## src/rtl/ctrl_out_rxbuf.sv

```systemverilog
module ctrl_out_rxbuf #(
  parameter int DEPTH = 8,
  parameter int DW    = 8,
  localparam int AW   = $clog2(DEPTH),
  localparam int CW   = $clog2(DEPTH + 1)
) (
  input  logic          clk,
  input  logic          rst_n,
  input  logic          rx_sop,
  input  logic          rx_valid,
  input  logic [DW-1:0] rx_data,
  input  logic          rx_eop,
  input  logic          rx_good,
  output logic          buf_full,
  output logic          rx_done,
  output logic [CW-1:0] rx_size,
  input  logic          cpu_rd,
  output logic [DW-1:0] cpu_rdata,
  input  logic          rd_finish,
  input  logic          buf_clear
);

  logic [DW-1:0] mem [DEPTH];
  logic [CW-1:0] wcnt;
  logic [AW-1:0] rptr;
  logic          open_q, err_q;

  wire   room    = (wcnt < CW'(DEPTH));
  wire   take    = !buf_full && open_q && !rx_sop && rx_valid;
  wire   wr_byte = take && room && !buf_clear;

  assign cpu_rdata = mem[rptr];

  always_ff @(posedge clk)
    if (wr_byte) mem[wcnt[AW-1:0]] <= rx_data;

  always_ff @(posedge clk) begin
    if (!rst_n || buf_clear) begin
      open_q   <= 1'b0;
      err_q    <= 1'b0;
      wcnt     <= '0;
      rptr     <= '0;
      buf_full <= 1'b0;
      rx_done  <= 1'b0;
      rx_size  <= '0;
    end else begin
      rx_done <= 1'b0;
      if (rd_finish) begin
        buf_full <= 1'b0;
        rptr     <= '0;
      end else if (cpu_rd && buf_full) begin
        rptr <= rptr + 1'b1;
      end
      if (!buf_full) begin
        if (rx_sop) begin
          open_q <= 1'b1;
          err_q  <= 1'b0;
          wcnt   <= '0;
        end else if (take) begin
          if (room) wcnt  <= wcnt + 1'b1;
          else      err_q <= 1'b1;
        end else if (open_q && rx_eop) begin
          open_q <= 1'b0;
          if (rx_good && !err_q) begin
            buf_full <= 1'b1;
            rx_done  <= 1'b1;
            rx_size  <= wcnt;
            rptr     <= '0;
          end
        end
      end
    end
  end

endmodule


```

## config.mk

```make
export PLATFORM = sky130hd
export DESIGN_NAME = ctrl_out_rxbuf
export DESIGN_NICKNAME = d
export VERILOG_FILES = /design/src/rtl/ctrl_out_rxbuf.sv
export SDC_FILE = /design/constraint.sdc
export NUM_CORES = 1
export LEC_CHECK = 0
export BUFFER_PORTS_ARGS = -buffer_cell sky130_fd_sc_hd__buf_2
export CAP_MARGIN = 20
export CORE_MARGIN = 4
export CORE_UTILIZATION = 55
export DETAILED_ROUTE_END_ITERATION = 7
export GPL_ROUTABILITY_DRIVEN = 0
export PLACE_DENSITY_LB_ADDON = 0.08
export SYNTH_ARGS = -nofsm -noshare
export SYNTH_HDL_FRONTEND = slang
export SYNTH_SLANG_ARGS = --single-unit
```

## constraint.sdc

```tcl
create_clock -name clk -period 3.1 [get_ports clk]
set_clock_uncertainty 0.1 [all_clocks]
set_input_delay 0.62 -clock clk [delete_from_list [all_inputs] [get_ports clk]]
set_output_delay 0.62 -clock clk [all_outputs]
set_load 0.01 [all_outputs]
```

After elaboration in Yosys (flattened, before gate mapping)
Memories as Yosys holds them, arrays and structs flattened. A register that Yosys moved wholly into a read port is not among the register bits.
Cells that the tools add are included.
W data, S select, Z words.

word-level totals
  memory bits (read-only) = 0
  input port bits = 17
  flip-flop bits (word level) = 15
  bits in latches = 0
  memories kept = 1
  output and inout port bits = 14
  memory bits (writable) = 64

operators by class
  divide/modulo/power cells = 0
  magnitude comparators = 1
  add/sub/neg operators = 2
  shift-type cells = 0
  eq/ne operators = 2
  reductions and logical operators = 22
  multipliers = 0
  multiplexer cells = 26
  bitwise operators = 4

memories
  name  depth  bits a word  rd ports  clocked after memory_dff  write ports  line  source
  mem   8      8            1         1                         1            23    logic [DW-1:0] mem [DEPTH];

operators with widths
  cell                   count
  $mux W3                8
  $mux W1                15
  $mux W4                3
  $reduce_and A3 Y1      3
  $logic_and A1 B1 Y1    8
  $reduce_bool A2 Y1     3
  $logic_not A1 Y1       5
  $reduce_and A5 Y1      1
  $reduce_or A5 Y1       1
  $add A4 B1 Y4 const B  1
  $lt A4 B4 Y1 const B   1
  $ne A2 B2 Y1 const B   2
  $not A1 Y1             4
  $add A3 B1 Y3 const B  1
  $logic_or A1 B1 Y1     1

Longest topological paths before layout
  word-level depth = 9
  mapped depth = 4
  mapped depth without buffers = 4

Least setup slack after synthesis
Ideal clock, no wire load.

  path type = input to register
  start = input port rx_sop
  end = memory mem[4][0], enable pin
  path slack = 0.681 ns
  arrival = 1.921 ns
  stages = 3
  cells stage by stage = nor3_1 > nand2_1 > nor4b_1

on the way
  word-level cells in the longest chain between the ends = 7

RTL lines
  item                              line  source
  start: declaration                9     input logic rx_sop,
  $logic_not A1 Y1                  29    wire take = !buf_full && open_q && !rx_sop && rx_valid;
  $logic_and A1 B1 Y1 (2 in a row)  29
  $logic_and A1 B1 Y1 (2 in a row)  30    wire wr_byte = take && room && !buf_clear;
  $mux W1                           35    if (wr_byte) mem[wcnt[AW-1:0]] <= rx_data;
  $mux W1 (implied by the code)     35
  end: declaration                  23

No other way between the ends.

==> results.md <==
* Leak at 0.00124 uW
* Setup violators final at 0
* Area of the multi-input gates at 910 um2
* Final Cycle Share at 87.6%
* Register cell area after layout at 2220 um2
* Pre-antenna DRT Iters at 4
* P per Cell Area at 542 nW/um2
* Total power at 1990 uW
* H-Tree Depth at 3
* Worst skew pair latency at roughly 0.34 ns
* Die H at 84.2 um
* Cts bufs inserted at 9
* Final slew viol count at 0
* Post-synth EDFFs at 64
* Clk buf depth at 2
* CTS Hold Bufs at 0
* WP depth at 3
* Final Hold Viols at 0
* Mapped Cells at about 180
* Critical Path, Cell by Cell: mux4_1 > mux2_2 > buf_2
* Hold/Removal Path Class: flip-flop to flip-flop
* Gr usage total at 17.6%
* Post-synth top area cell: edfxtp_1
* Worst EP required at 2.38 ns
* #FFs+latches synth at 79
* Vias after detailed routing at around 1700
* Internal power at 1600 uW
* Postcts setup bufs at 0
* Synth top area share at 60.3%
* DRT iter0 DRCs at 73
* Startpoint types: flip-flop
* # resized after CTS at 0
* Yosys warns at 0
* Starting density of the core at 57.2%
* Detailed-placement wirelength estimate at 3.76 mm
* Hold WS at 0.382 ns
* Worst path slowest cell: dfxtp_1
* Main synth FF type: edfxtp_1
* Number of port buffers at 30
* Peak VDD IR at between 0.0003 and 0.0004 V
* Layout Cells excl Fill at 294
* Ant diodes at 0
* Largest net degree at the start of global routing at 18
* Clock network fraction of total power at 40.5%
* CP max stage delay at 0.82 ns
* Cell Area, Synth at about 3200 um2
* R2R cell count at 4
* Clock-pin slew on the worst setup and hold paths at 0.07 ns
* Row Count at 27
* Post-Synthesis Mean Instance Area at roughly 18 um2
* Worst setup EP type: primary output
* Seq/Total Area, Yosys at 69.7%
* Critical path buffer and inverter count at 1
* Min Tclk post-route at 2.71 ns
* Slew Limit Headroom at between 40% and 50%
* WL/cell at 19.4 um
* Final nets at 237
* Synth Net Count at 195
* Root Driver: clkbuf_8
* Core area at 5570 um2
* Cell count of the worst hold path at 2
* Psw at around 380 uW
* Maxcap violations at 0
* Area contributors post-synth: edfxtp_1 (60%), mux4_1 (13%), dfxtp_1 (9.4%), mux2_2 (2.8%), nor4_1 (1.4%)
* # IOs at 31
* Vias in the first global route at roughly 1700
* Vias/cell at 5.90
* Area Growth Syn to Fin at 15.0%
* Crit-path leading delay family: flip-flops
* Worst Tran Pin Value at 0.764 ns
* CP max FO at 17
* CTS Sinks at 79
* Sequential power share at 57.7%
* Setup TNS at 0 ns
* RSZ-0062 raised after global routing: false
* Overflow after GRT at 0
* First-pass GRT wire length at 9.07 mm
* Max frequency at 368 MHz
* Yosys cell types at 34
* DRC at 0
* Status: completed
* Critical path arrival at 1.99 ns
* Post-layout util at 65.8%
* Initial antenna violation count at 0
* Number of fill cells at 417
* Placed Cells incl. Taps at between 200 and 300
* Total Routed Length at 5.70 mm
* Share of layout cells above drive strength 1 at 29.3%
* Crit path kind: flip-flop to primary output
* Die area at 7080 um2
* Comb pwr share at roughly 1.9%
* Die width at approximately 84 um
* Sw Ratio at 19.2%
* CTS tree: built
* Final ANT Viol Nets at 0
* Ys async rst share at 0%
[worst min-delay path, stage by stage (launching register included)]
cell	delay [ns]
dfxtp_1	0.31
o21ai_0	0.07
a21oi_1	0.06
[layout by cell type, fill, tap and decap left out, drive strengths merged, types with 2 or more instances in the layout]
cell	instances
ha	2
inv	4
buf	40
clkinv	2
clkbuf	9
nand2b	2
a21oi	7
nand3	5
dfxtp	15
nor3	4
xor2	2
mux4	16
nor2b	2
mux2	8
edfxtp	64
o21ai	5
nand2	6
nor4	7
nand4bb	2
nor4b	2
nand4	2
nor2	3
bufinv	2
[power groups by stage]
| stage | Clock [uW] | Combinational (uW) | Sequential (uW) |
|---|---|---|---|
| after global routing | 875 | 41.4 | 1150 |
| after global placement | 0 | 33.9 | 1170 |
| after CTS | 822 | 36.8 | 1150 |
| final | 804 | 37.1 | 1150 |
| after detailed placement | 0 | 36.6 | 1170 |
| after floorplan | 0 | 12.5 | 1170 |
[layout make-up]
| type | count | area share [%] |
|---|---|---|
| Timing Repair Buffer | 40 | 6.14 |
| Tap cell | 72 | 2.46 |
| Multi-Input combinational cell | 85 | 24.8 |
| Clock buffer | 9 | 3.38 |
| Clock inverter | 6 | 2.32 |
| Inverter | 3 | 0.307 |
| Sequential cell | 79 | 60.6 |
[state kept, by name, indices dropped and copies added, names as in the netlist]
| signal | flops |
|---|---|
| buf_full | 1 |
| err_q | 1 |
| mem | 64 |
| open_q | 1 |
| rptr | 3 |
| rx_done | 1 |
| rx_size | 4 |
| wcnt | 4 |
[metal layers]
layer  vias to the layer above  wire, um  track usage, %
met1                       873      2410            21.4
met4                         0        65            6.58
li1                        813         -               -
met3                         7       235            5.40
met5                         -         0               0
met2                        41      2990            29.6
[cells by family (layout without fill, tap and decap cells)]
logic type      after synthesis  in the layout  share of synthesized area, %
mux                          25             25                          16.3
compound gates               16             16                          2.90
flops                        79             79                          69.7
buf+inv                      12             58                          2.20
fa+ha+maj                     2              2                         0.784
xor+xnor                      2              2                         0.549
simple gates                 40             40                          7.57
[worst paths after layout]
kind,from,end,slack (ns)
max reg2reg,buf_full,mem[4][5],1.31
min,rx_size[3],rx_size[3],0.38
min reg2reg,rx_size[3],rx_size[3],0.38
max,rptr[2],cpu_rdata[1],0.39
[stage by stage]
step | worst slack (ns) | instance area [um2]
after floorplan | 0.681 | 3190
after global placement | 0.787 | 3460
after detailed placement | 0.742 | 3460
after CTS | 0.340 | 3670
after global routing | 0.247 | 3670
final | 0.385 | 3670
[cells in the mapped netlist, types with 2 or more instances]
master / n
nand4bb_1: 2
nand3_1: 5
a21oi_1: 7
nor4_1: 7
buf_1: 3
edfxtp_1: 64
nor2b_1: 2
xor2_1: 2
nor2_1: 3
nor3_1: 4
nand2b_1: 2
clkbuf_1: 3
nand4_1: 2
mux4_1: 16
dfxtp_1: 15
o21ai_0: 5
mux2_2: 8
inv_1: 3
nor4b_1: 2
nand2_1: 6
ha_1: 2
(Power assumes the default switching activity.)
